--- src/rtl/idx_pkg.sv ---
package idx_pkg;
  typedef enum logic [4:0] {
    C_NOP = 5'd0, C_LD8 = 5'd1, C_ALU8 = 5'd2, C_INC8 = 5'd3, C_DEC8 = 5'd4,
    C_ADD16 = 5'd5, C_LDI_IMM = 5'd6, C_LDI_ABS = 5'd7, C_STI_ABS = 5'd8,
    C_INC16 = 5'd9, C_DEC16 = 5'd10, C_PUSH = 5'd11, C_POP = 5'd12,
    C_EXSP = 5'd13, C_JPIDX = 5'd14, C_LDSP = 5'd15, C_PASS = 5'd16,
    C_HANDOFF = 5'd17
  } op_class_t;

  typedef enum logic [2:0] {
    P_KEEP = 3'd0, P_IDX_INC = 3'd1, P_EFF = 3'd2, P_ABS_INC = 3'd3, P_STACK = 3'd4
  } ptr_rule_t;

  localparam logic [3:0] S_HALF_HI = 4'd8;
  localparam logic [3:0] S_HALF_LO = 4'd9;
  localparam logic [3:0] S_MEM     = 4'd10;
  localparam logic [3:0] S_IMM     = 4'd11;
  localparam logic [3:0] S_NONE    = 4'd15;
  localparam logic [3:0] S_ACC     = 4'd7;

  typedef struct packed {
    op_class_t opClass;
    logic [3:0] srcSel;
    logic [3:0] dstSel;
    logic [2:0] aluOp;
    logic needDisp;
    logic needImm8;
    logic needImm16;
    logic [4:0] tStates;
    ptr_rule_t ptrRule;
  } decode_t;

  // strobes from control to datapath
  typedef struct packed {
    logic [1:0] pairSel;
    logic ptrFromIdx;
  } dp_strobe_t;
endpackage

--- src/rtl/idx_ctrl_dec.sv ---
module idx_ctrl_dec
  import idx_pkg::*;
(
  input  logic [7:0]  opcode,
  output decode_t     dec,
  output dp_strobe_t  strobe
);
  logic [2:0] hiCode;
  logic [2:0] loCode;
  logic hiHalf, loHalf;

  assign hiCode = opcode[5:3];
  assign loCode = opcode[2:0];
  assign hiHalf = (hiCode == 3'd4) || (hiCode == 3'd5);
  assign loHalf = (loCode == 3'd4) || (loCode == 3'd5);

  // register code to select; codes 4/5 become index halves unless memory form
  function automatic logic [3:0] mapSel(input logic [2:0] code, input logic memForm);
    if (!memForm && code == 3'd4) return S_HALF_HI;
    if (!memForm && code == 3'd5) return S_HALF_LO;
    return {1'b0, code};
  endfunction

  always_comb begin
    dec = '{opClass: C_PASS, srcSel: S_NONE, dstSel: S_NONE, aluOp: 3'd0,
            needDisp: 1'b0, needImm8: 1'b0, needImm16: 1'b0, tStates: 5'd0,
            ptrRule: P_KEEP};
    case (opcode[7:6])
      2'b00: begin
        case (opcode)
          8'h00: begin dec.opClass = C_NOP; dec.tStates = 5'd8; end
          8'h09, 8'h19, 8'h29, 8'h39: begin
            dec.opClass = C_ADD16; dec.tStates = 5'd15; dec.ptrRule = P_IDX_INC;
          end
          8'h21: begin dec.opClass = C_LDI_IMM; dec.needImm16 = 1'b1; dec.tStates = 5'd14; end
          8'h22: begin
            dec.opClass = C_STI_ABS; dec.needImm16 = 1'b1; dec.tStates = 5'd20; dec.ptrRule = P_ABS_INC;
          end
          8'h2A: begin
            dec.opClass = C_LDI_ABS; dec.needImm16 = 1'b1; dec.tStates = 5'd20; dec.ptrRule = P_ABS_INC;
          end
          8'h23: begin dec.opClass = C_INC16; dec.tStates = 5'd10; end
          8'h2B: begin dec.opClass = C_DEC16; dec.tStates = 5'd10; end
          8'h24, 8'h25, 8'h2C, 8'h2D: begin
            dec.opClass = opcode[0] ? C_DEC8 : C_INC8;
            dec.srcSel = mapSel(hiCode, 1'b0); dec.dstSel = mapSel(hiCode, 1'b0);
            dec.tStates = 5'd8;
          end
          8'h26, 8'h2E: begin
            dec.opClass = C_LD8; dec.srcSel = S_IMM; dec.dstSel = mapSel(hiCode, 1'b0);
            dec.needImm8 = 1'b1; dec.tStates = 5'd11;
          end
          8'h34, 8'h35: begin
            dec.opClass = opcode[0] ? C_DEC8 : C_INC8;
            dec.srcSel = S_MEM; dec.dstSel = S_MEM; dec.needDisp = 1'b1;
            dec.tStates = 5'd23; dec.ptrRule = P_EFF;
          end
          8'h36: begin
            dec.opClass = C_LD8; dec.srcSel = S_IMM; dec.dstSel = S_MEM;
            dec.needDisp = 1'b1; dec.needImm8 = 1'b1; dec.tStates = 5'd19; dec.ptrRule = P_EFF;
          end
          default: ;
        endcase
      end
      2'b01: begin
        if (hiCode == 3'd6 && loCode == 3'd6) begin
          // halt code: not altered by the prefix
        end else if (hiCode == 3'd6 || loCode == 3'd6) begin
          dec.opClass = C_LD8;
          dec.srcSel = (loCode == 3'd6) ? S_MEM : mapSel(loCode, 1'b1);
          dec.dstSel = (hiCode == 3'd6) ? S_MEM : mapSel(hiCode, 1'b1);
          dec.needDisp = 1'b1; dec.tStates = 5'd19; dec.ptrRule = P_EFF;
        end else if (hiHalf || loHalf) begin
          dec.opClass = C_LD8;
          dec.srcSel = mapSel(loCode, 1'b0); dec.dstSel = mapSel(hiCode, 1'b0);
          dec.tStates = 5'd8;
        end
      end
      2'b10: begin
        if (loCode == 3'd6) begin
          dec.opClass = C_ALU8; dec.aluOp = hiCode; dec.srcSel = S_MEM; dec.dstSel = S_ACC;
          dec.needDisp = 1'b1; dec.tStates = 5'd19; dec.ptrRule = P_EFF;
        end else if (loHalf) begin
          dec.opClass = C_ALU8; dec.aluOp = hiCode; dec.srcSel = mapSel(loCode, 1'b0);
          dec.dstSel = S_ACC; dec.tStates = 5'd8;
        end
      end
      default: begin
        case (opcode)
          8'hE1: begin dec.opClass = C_POP; dec.tStates = 5'd14; end
          8'hE3: begin dec.opClass = C_EXSP; dec.tStates = 5'd23; dec.ptrRule = P_STACK; end
          8'hE5: begin dec.opClass = C_PUSH; dec.tStates = 5'd15; end
          8'hE9: begin dec.opClass = C_JPIDX; dec.tStates = 5'd8; end
          8'hF9: begin dec.opClass = C_LDSP; dec.tStates = 5'd10; end
          8'hDD, 8'hFD: begin dec.opClass = C_NOP; dec.tStates = 5'd8; end
          8'hCB: dec.opClass = C_HANDOFF;
          default: ;
        endcase
      end
    endcase
  end

  assign strobe.pairSel    = opcode[5:4];
  assign strobe.ptrFromIdx = (dec.ptrRule == P_IDX_INC);
endmodule

--- src/rtl/idx_addr_dp.sv ---
module idx_addr_dp
  import idx_pkg::*;
#(
  parameter int AW = 16,
  parameter int DW = 8
)(
  input  logic          clk,
  input  logic          rst,
  input  logic          en,
  input  dp_strobe_t    strobe,
  input  logic [AW-1:0] idxVal,
  input  logic [AW-1:0] regBc,
  input  logic [AW-1:0] regDe,
  input  logic [AW-1:0] regSp,
  input  logic [DW-1:0] disp,
  input  logic [7:0]    flagsIn,
  output logic [AW-1:0] effAddr,
  output logic [AW-1:0] addSum,
  output logic [7:0]    addFlags,
  output logic [AW-1:0] ptrValue
);
  localparam int LOW_W = AW - 4;   // half-carry boundary
  localparam int F5_BIT = AW - 3;
  localparam int F3_BIT = AW - 5;

  logic [AW-1:0] pairVal;
  logic [AW:0]   wideSum;
  logic [LOW_W:0] lowSum;
  logic [AW-1:0] eaNext;
  logic [7:0]    flagsNext;

  always_comb begin
    case (strobe.pairSel)
      2'd0:    pairVal = regBc;
      2'd1:    pairVal = regDe;
      2'd2:    pairVal = idxVal;
      default: pairVal = regSp;
    endcase
  end

  assign wideSum = {1'b0, idxVal} + {1'b0, pairVal};
  assign lowSum  = {1'b0, idxVal[LOW_W-1:0]} + {1'b0, pairVal[LOW_W-1:0]};
  assign eaNext  = idxVal + {{(AW-DW){disp[DW-1]}}, disp};

  always_comb begin
    flagsNext    = flagsIn;
    flagsNext[0] = wideSum[AW];
    flagsNext[1] = 1'b0;
    flagsNext[3] = wideSum[F3_BIT];
    flagsNext[4] = lowSum[LOW_W];
    flagsNext[5] = wideSum[F5_BIT];
  end

  always_ff @(posedge clk) begin
    if (rst) begin
      effAddr  <= '0;
      addSum   <= '0;
      addFlags <= '0;
      ptrValue <= '0;
    end else if (en) begin
      effAddr  <= eaNext;
      addSum   <= wideSum[AW-1:0];
      addFlags <= flagsNext;
      ptrValue <= strobe.ptrFromIdx ? idxVal + 1'b1 : eaNext;
    end
  end
endmodule

--- src/rtl/idx_prefix_unit.sv ---
module idx_prefix_unit
  import idx_pkg::*;
#(
  parameter int AW = 16,
  parameter int DW = 8
)(
  input  logic          clk,
  input  logic          rst,
  input  logic          en,
  input  logic [7:0]    opcode,
  input  logic [AW-1:0] idxVal,
  input  logic [AW-1:0] regBc,
  input  logic [AW-1:0] regDe,
  input  logic [AW-1:0] regSp,
  input  logic [DW-1:0] disp,
  input  logic [7:0]    flagsIn,
  output logic [4:0]    opClass,
  output logic [3:0]    srcSel,
  output logic [3:0]    dstSel,
  output logic [2:0]    aluOp,
  output logic          needDisp,
  output logic          needImm8,
  output logic          needImm16,
  output logic [4:0]    tStates,
  output logic [2:0]    ptrRule,
  output logic          passThru,
  output logic          subHandoff,
  output logic [AW-1:0] effAddr,
  output logic [AW-1:0] addSum,
  output logic [7:0]    addFlags,
  output logic [AW-1:0] ptrValue
);
  decode_t    dec;
  dp_strobe_t strobe;

  idx_ctrl_dec u_ctrl (.opcode(opcode), .dec(dec), .strobe(strobe));

  idx_addr_dp #(.AW(AW), .DW(DW)) u_dp (
    .clk(clk), .rst(rst), .en(en), .strobe(strobe),
    .idxVal(idxVal), .regBc(regBc), .regDe(regDe), .regSp(regSp),
    .disp(disp), .flagsIn(flagsIn),
    .effAddr(effAddr), .addSum(addSum), .addFlags(addFlags), .ptrValue(ptrValue)
  );

  assign opClass    = dec.opClass;
  assign srcSel     = dec.srcSel;
  assign dstSel     = dec.dstSel;
  assign aluOp      = dec.aluOp;
  assign needDisp   = dec.needDisp;
  assign needImm8   = dec.needImm8;
  assign needImm16  = dec.needImm16;
  assign tStates    = dec.tStates;
  assign ptrRule    = dec.ptrRule;
  assign passThru   = (dec.opClass == C_PASS);
  assign subHandoff = (dec.opClass == C_HANDOFF);
endmodule

--- config.mk ---
export PLATFORM = sky130hd
export DESIGN_NAME = idx_prefix_unit
export DESIGN_NICKNAME = d
export VERILOG_FILES = /design/src/rtl/idx_pkg.sv /design/src/rtl/idx_ctrl_dec.sv /design/src/rtl/idx_addr_dp.sv /design/src/rtl/idx_prefix_unit.sv
export SDC_FILE = /design/constraint.sdc
export NUM_CORES = 1
export LEC_CHECK = 0
export BUFFER_PORTS_ARGS = -buffer_cell sky130_fd_sc_hd__clkbuf_2
export CORE_MARGIN = 2
export CORE_UTILIZATION = 40
export CTS_CLUSTER_DIAMETER = 100
export DETAILED_ROUTE_END_ITERATION = 12
export HOLD_SLACK_MARGIN = 0.02
export PLACE_DENSITY = 0.67
export SYNTH_ARGS = -nofsm -noshare
export SYNTH_HDL_FRONTEND = slang
export SYNTH_SLANG_ARGS = --single-unit
--- constraint.sdc ---
create_clock -name clk -period 7.5 [get_ports clk]
set_input_delay 1.125 -clock clk [delete_from_list [all_inputs] [get_ports clk]]
set_output_delay 1.125 -clock clk [all_outputs]
set_load 0.1 [all_outputs]
==> impl_metrics.toml, run 1 <==
[timing]
max_freq_mhz = 188
final_hold_viol_count = 0
finalMaxSlewViolations = 0
whs_ns = 0.455
fin_setup_tns_ns = 0
clock-skew-final_ns = 0
period_minus_slack_ns = 5.32
rsz0062_at_grt = "false"
worst_pin_slew_ns = 1.06
setup-violations-final = 0
finalCritPeriodShare_pct = 70.9
maxSlewHeadroom_pct = 28.8

[synth]
seq_area_frac_synth_pct = 21.3
syn-instance-count = 627
syn_area_per_cell_um2 = 7.94
synth_cell_types = 72
synth-edff-count = 0
netlist_area_mm2 = 0.00498
synthesis.nets = 754
async_flop_share_pct = 0
synthFlopType = "dfxtp_1"
yosysTopAreaCell = "dfxtp_1"
synth_area_leaders = "dfxtp_1, ha_1, mux4_2"
ys_ff_latch = 53
ys_warn_count = 0
synth_top_area_share_pct = 21.3

[grt]
grt_max_degree = 64
grt_first_pass_wirelength_mm = 25.2
first_global_vias = 5071
track_usage_pct = 23.5
antenna_found_initial = 0
grt_overflow_total = 0

[drt]
wl_mm = 15.7
drt-pass1-iter-count = 5
dr_total_vias = 5321
viasPerCell = 5.67
avgRoutedWirePerCell_um = 16.7
detail-route-antenna-nets = 0
drc = 0
drt-initial-drc-count = 417

[die]
row_count = 40
die_w_um = 116
die_area_mm2 = 0.0134
core_mm2 = 0.0121
start_util_pct = 41.3
fp.dieH_um = 116
pin_count = 176

[final_layout]
finalNonFillerCells = 939
antenna_cells = 0
areaGrowthSynthToFinish_pct = 22.0
nets = 897
drive_gt1_share_pct = 26.8

[setup_path]
cp.arrival_ns = 4.19
start_kind = "input port"
cp-end-kind = "output port"
required_ns = 6.38
path_class = "input port to output port"
path_max_fanout = 31

[power]
ir_drop_v = 0.0000985
leakage_nw = 2.73
power.density_mw_per_mm2 = 208
total_power_mw = 1.26

[clock_network]
cts_resized = 0
cts_root_buf = "clkbuf_16"
clk_latency_ns = 0.29
cts_sinks = 53
cts_setup_buffers = 0
clkSlewWorstSetupHoldPaths_ns = 0.06
cts_tree = "built"
cts.hold.buffers_added = 0
cts_buffers = 5
htreeDepth = 2
cts_buffer_depth = 2

[outcome]
status = "complete, no violations"

[placed_design]
port_buffers = 169
placed_cells = 931
gp_congestion = 0.951
dp.final_hpwl_mm = 12.2

[worst_hold_path]
hp-class = "register to register"

[flow_run]
drv_cap = 0
-- where the power goes --
group	internal, mW	total (mW)	switching, mW
logic	0.166	0.667	0.501
registers	0.314	0.331	0.0175
clock network	0.158	0.264	0.106
-- final timing paths --
kind	startpoint	endpoint	slack, ns	cells after the start
worst max register to register	u_dp.ptrValue[12]	u_dp.ptrValue[12]	6.67	3
worst min register to register	u_dp.ptrValue[5]	u_dp.ptrValue[5]	0.46	2
worst min-delay path	u_dp.ptrValue[5]	u_dp.ptrValue[5]	0.46	2
worst max-delay path	opcode[5]	passThru	2.18	10
-- cells by family (layout without fill, tap and decap cells) --
logic type      count (synthesis)  in the layout  synth area share, %
compound gates                171            171                 22.7
xor+xnor                       36             36                 6.33
fa+ha+maj                      36             36                 9.35
buf+inv                        53            197                 4.47
flops                          53             53                 21.3
mux                            37             37                 11.5
other cells                     1              1               0.0753
simple gates                  240            240                 24.3
-- Yosys cell counts (3+ instances only) --
| master | number |
|---|---|
| nor2b_1 | 15 |
| or2_2 | 3 |
| a211oi_1 | 12 |
| o22ai_1 | 5 |
| ha_1 | 34 |
| nor3b_1 | 4 |
| nand3b_1 | 3 |
| nor4_1 | 7 |
| o211ai_1 | 10 |
| o21a_1 | 5 |
| nor2_1 | 55 |
| a21oi_1 | 43 |
| inv_1 | 16 |
| xnor2_1 | 22 |
| buf_2 | 10 |
| buf_1 | 7 |
| or4_1 | 6 |
| a31oi_1 | 7 |
| dfxtp_1 | 53 |
| o31ai_1 | 4 |
| o21ai_0 | 37 |
| and3_1 | 4 |
| nand2b_1 | 24 |
| and2_1 | 6 |
| nand2_1 | 61 |
| mux4_2 | 16 |
| clkbuf_1 | 17 |
| a32oi_1 | 3 |
| nor3_1 | 12 |
| xor2_1 | 14 |
| buf_4 | 3 |
| mux2i_1 | 21 |
| nand3_1 | 26 |
| a21o_1 | 8 |
| or3_1 | 4 |
-- stage by stage --
stage / worst slack (ns) / instance area (um2) / utilization, %
floorplan: 1.16 / 4980 / -
global placement: 2.24 / 5910 / 49.0
detailed placement: 2.21 / 5910 / 49.0
CTS: 2.20 / 6070 / 50.4
global route: 1.90 / 6070 / 50.4
finish: 2.18 / 6070 / 50.4
-- cell type report --
cell class	instances	area (um2)
fillers	1189	5990
multi-input cells	521	3700
flip-flops and latches	53	1060
repair buffers	173	876
well taps	168	210
clock buffers	6	129
inverters	16	60.1
clock inverters	2	38.8
-- sequential cells by signal, indices dropped and copies added, names as in the netlist --
| signal | cells |
|---|---|
| u_dp.addSum | 16 |
| u_dp.effAddr | 16 |
| u_dp.ptrValue | 16 |
| u_dp.addFlags | 5 |
-- layer usage --
| metal | up-vias | wire length [um] | global-route usage [%] |
|---|---|---|---|
| li1 | 2611 | - | - |
| met1 | 2484 | 6820 | 31.4 |
| met2 | 210 | 7540 | 40.8 |
| met3 | 16 | 1130 | 3.09 |
| met4 | 0 | 204 | 4.50 |
| met5 | - | 0 | 0 |
-- critical path, stage by stage --
cell	delay (ns)
clkbuf_2	0.43
nor2b_1	0.32
nand2_1	0.18
ha_1	0.30
inv_1	0.13
o31ai_1	0.60
o211ai_1	0.18
a211o_1	0.33
nor2b_1	0.12
clkbuf_2	0.46
-- layout by cell type, fill, tap and decap left out, drive strengths merged, types with 21 or more instances in the layout --
cell type	instances
a21oi	44
clkbuf	175
dfxtp	53
ha	34
mux2i	21
nand2	61
nand2b	24
nand3	26
nor2	56
o21ai	38
xnor2	22
(Power assumes the default switching activity.)
==> inputs of run 2 (changes only) <==
Clock period 7.5 ns to 5.24 ns, I/O delays scaled along.
==> run 2 against run 1 <==
Register-to-register slack worse by 2.3 ns. Highest routed layer unchanged. Total power is 40% higher. Die area stayed put. Critical endpoint unchanged. First-iteration DRC count is 22% lower. Non-clock buffer count is 6 higher. Largest cell class unchanged. Sequential share of layout area is 0.089 points lower.
==> impl_metrics.toml, run 2 (same netlist as run 1, synthesis figures left out) <==
[outcome]
status = "complete, no violations"

[placed_design]
port_buffers = 169
placed_cells = 937
dp.final_hpwl_mm = 12.5
gp_congestion = 0.935

[timing]
maxSlewHeadroom_pct = 28.2
final_hold_viol_count = 0
rsz0062_at_grt = "false"
worst_pin_slew_ns = 1.07
finalMaxSlewViolations = 0
period_minus_slack_ns = 4.36
max_freq_mhz = 229
setup-violations-final = 0
finalCritPeriodShare_pct = 83.3
clock-skew-final_ns = 0
fin_setup_tns_ns = 0

[setup_path]
rr_startpoint = "u_dp.ptrValue[12]"
path_max_fanout = 19
crit_cells = 13
cp_cell_sequence = "clkbuf_2, nor2b_1, nand2_1, inv_1, ha_1, inv_1, and3_1, o31ai_1, buf_4, o211ai_1, a211o_1, nor2b_1, clkbuf_2"
path_class = "input port to output port"
crit_start = "opcode[0]"
slowest_stage = "clkbuf_2"
cp.buffers_inverters = 5
cp-end-kind = "output port"
r2r_cells = 3
start_kind = "input port"
slowest_delay_ns = 0.46
required_ns = 4.45
cp.arrival_ns = 3.58
cp_top_family = "buffers and inverters"

[power]
leakage_nw = 2.75
power.density_mw_per_mm2 = 290
ir_drop_v = 0.000121
total_power_mw = 1.77

[grt]
grt_overflow_total = 0
antenna_found_initial = 0
grt_use_met2_pct = 39.8
grt_use_met3_pct = 3.82
grt_max_degree = 43
globalRouteMet1Util_pct = 30.2
grt_first_pass_wirelength_mm = 25.1
track_usage_pct = 23.5
first_global_vias = 5109
grt_busiest_layer = "met2"

[die]
core_mm2 = 0.0121
fp.dieH_um = 116
die_area_mm2 = 0.0134
row_count = 40
start_util_pct = 41.3
pin_count = 176
die_w_um = 116

[clock_network]
cts_sinks = 53
htreeDepth = 2
cts_tree = "built"
cts_root_buf = "clkbuf_16"
cts.hold.buffers_added = 0
cts_resized = 0
cts_buffer_depth = 2
clkSlewWorstSetupHoldPaths_ns = 0.07
cts_setup_buffers = 0
clk_latency_ns = 0.30
cts_buffers = 5

[final_layout]
fillers = 1167
finalNonFillerCells = 945
seqCellArea_mm2 = 0.00106
largest_registers = "u_dp.addSum: 16 flops, u_dp.effAddr: 16 flops, u_dp.ptrValue: 16 flops"
drive_gt1_share_pct = 27.7
multi_input_area_mm2 = 0.00371
final_util_pct = 50.6
nets = 903
layout_common_cells = "clkbuf_2, nand2_1, nor2_1"
antenna_cells = 0
mostFrequentLayoutCell = "clkbuf_2"
areaGrowthSynthToFinish_pct = 22.7

[drt]
viasPerCell = 5.61
avgRoutedWirePerCell_um = 16.6
drc = 0
detail-route-antenna-nets = 0
drt-pass1-iter-count = 5
wl_mm = 15.7
dr_total_vias = 5298
drt-initial-drc-count = 325

[worst_hold_path]
whs_path_depth = 2
hp-class = "register to register"
hp-start = "u_dp.effAddr[9]"

[flow_run]
drv_cap = 0
## run 2: path summary, 6_finish.rpt
path / to / slack [ns]
min reg2reg: u_dp.effAddr[9] / 0.46
max reg2reg: u_dp.ptrValue[12] / 4.39
max: passThru / 0.88
min: u_dp.effAddr[9] / 0.46
## run 2: layout make-up
class | instances | area share, %
Clock buffer | 5 | 2.05
Clock inverter | 3 | 0.348
Inverter | 16 | 0.984
Multi-Input combinational cell | 521 | 60.7
Sequential cell | 53 | 17.4
Tap cell | 168 | 3.44
Timing Repair Buffer | 179 | 15.1
## run 2: per-stage QoR
step                instance area [um2]  hold WS [ns]  setup WS, ns
finish                             6110         0.455         0.877
global route                       6110         0.493         0.645
CTS                                6110         0.462         0.892
detailed placement                 5960         0.445         0.901
global placement                   5960         0.437         0.930
floorplan                          4980         0.882         0.128
## run 2: per-layer routing
layer / share of wire [%] / up-vias / wire, um
li1: - / 2621 / -
met1: 43 / 2441 / 6790
met2: 48 / 209 / 7520
met3: 6.2 / 27 / 967
met4: 2.6 / 0 / 401
met5: 0 / - / 0
## run 2: power breakdown
part           switching (mW)  internal, mW
Clock                   0.163         0.178
Combinational           0.715         0.241
Sequential             0.0252         0.449
## run 2: worst min-delay path, cell delays in order (launching register included)
cell	delay (ns)
dfxtp_1	0.33
nand2_1	0.04
o21ai_0	0.05
==> inputs of run 3 (changes only) <==
Clock period 5.24 ns to 4.3 ns, I/O delays scaled along.
==> run 3 against run 2 <==
Final area rose by 0.78%. Routed wire length up 2.8%. Utilization is 0.39 points higher. Sequential power grew 22%. Clock power increased by 23%. Via count up 1.8%. Largest cell class unchanged.
==> impl_metrics.toml, run 3 (same netlist as run 1, synthesis figures left out) <==
[placed_design]
gp_congestion = 0.911
placed_cells = 941
dp.final_hpwl_mm = 12.7
port_buffers = 169

[grt]
first_global_vias = 5254
grt_overflow_total = 0
antenna_found_initial = 0
track_usage_pct = 24.2
grt_max_degree = 62
grt_first_pass_wirelength_mm = 25.9

[timing]
clock-skew-final_ns = 0
max_freq_mhz = 267
whs_ns = 0.457
fin_setup_tns_ns = 0
finalMaxSlewViolations = 0
period_minus_slack_ns = 3.74
rsz0062_at_grt = "false"
worst_pin_slew_ns = 1.14
setup-violations-final = 0
finalCritPeriodShare_pct = 87.1
final_hold_viol_count = 0
maxSlewHeadroom_pct = 23.8

[setup_path]
cp_cell_sequence = "clkbuf_2, nor2b_1, nand2_1, inv_1, ha_1, inv_1, and3_1, o31ai_1, buf_4, o211ai_1, a211o_1, nor2b_2, buf_4"
slowest_delay_ns = 0.41
cp.arrival_ns = 3.10
cp-end-kind = "output port"
path_class = "input port to output port"
slowest_stage = "nor2b_1"
path_max_fanout = 7
required_ns = 3.65
start_kind = "input port"

[clock_network]
cts_buffers = 5
cts_tree = "built"
cts_root_buf = "clkbuf_16"
cts_setup_buffers = 0
htreeDepth = 2
cts_resized = 0
cts_buffer_depth = 2
clk_latency_ns = 0.29
cts.hold.buffers_added = 0
cts_sinks = 53
clkSlewWorstSetupHoldPaths_ns = 0.07

[power]
power.density_mw_per_mm2 = 353
ir_drop_v = 0.000140
leakage_nw = 2.78

[final_layout]
fillers = 1180
antenna_cells = 0
nets = 907
finalNonFillerCells = 949
layout_common_cells = "clkbuf_2, nand2_1, nor2_1"
drive_gt1_share_pct = 28.3
areaGrowthSynthToFinish_pct = 23.6
largest_registers = "u_dp.addSum: 16 flops, u_dp.effAddr: 16 flops, u_dp.ptrValue: 16 flops"
mostFrequentLayoutCell = "clkbuf_2"

[die]
core_mm2 = 0.0121
die_w_um = 116
row_count = 40
start_util_pct = 41.3
pin_count = 176
die_area_mm2 = 0.0134
fp.dieH_um = 116

[outcome]
status = "complete, no violations"

[drt]
dr_total_vias = 5391
drt-pass1-iter-count = 6
viasPerCell = 5.68
drc = 0
drt-initial-drc-count = 369
detail-route-antenna-nets = 0
wl_mm = 16.1
avgRoutedWirePerCell_um = 17.0

[flow_run]
drv_cap = 0

[worst_hold_path]
hp-class = "register to register"
==> run 3: critical path: cells and delay by family <==
kind / cells / cell delay [ns]
and+or+nand+nor: 4 / 1.04
adders and majority gates: 1 / 0.17
AOI/OAI and AO/OA: 3 / 0.49
buffers and inverters: 5 / 0.75
==> run 3: final timing paths <==
kind	startpoint	to	slack [ns]	depth (start not counted)
max	opcode[1]	passThru	0.56	13
min	u_dp.ptrValue[5]	u_dp.ptrValue[5]	0.46	2
max reg2reg	u_dp.ptrValue[12]	u_dp.ptrValue[12]	3.51	3
min reg2reg	u_dp.ptrValue[5]	u_dp.ptrValue[5]	0.46	2
==> run 3: through the flow <==
step | worst slack [ns] | power [mW] | instance area, um2 | util (%)
final | 0.556 | 2.17 | 6150 | 51.0
after global routing | 0.363 | 2.28 | 6150 | 51.0
after CTS | 0.578 | 2.18 | 6150 | 51.0
after detailed placement | 0.593 | 1.76 | 6000 | 49.8
after global placement | 0.613 | 1.75 | 6000 | 49.8
after floorplan | 0.0126 | 1.53 | 4990 | -
==> run 3: power breakdown <==
| group | switching [mW] | internal (mW) |
|---|---|---|
| combinational | 0.878 | 0.299 |
| sequential | 0.0308 | 0.547 |
| clock | 0.188 | 0.232 |
| total | 1.10 | 1.08 |
==> run 3: area by class of cell <==
cell class              count  area, um2  area share (%)
inverters                  16       60.1           0.976
clock buffers               6        139            2.26
flip-flops and latches     53       1060            17.2
well taps                 168        210            3.42
clock inverters             2       13.8           0.224
multi-input cells         521       3720            60.4
repair buffers            183        953            15.5
==> run 3: per-layer routing <==
metal  GRT usage, %  wire [um]
met5              0          0
met4           6.83        319
met3           2.72        953
met2           42.3       7770
met1           31.5       7080
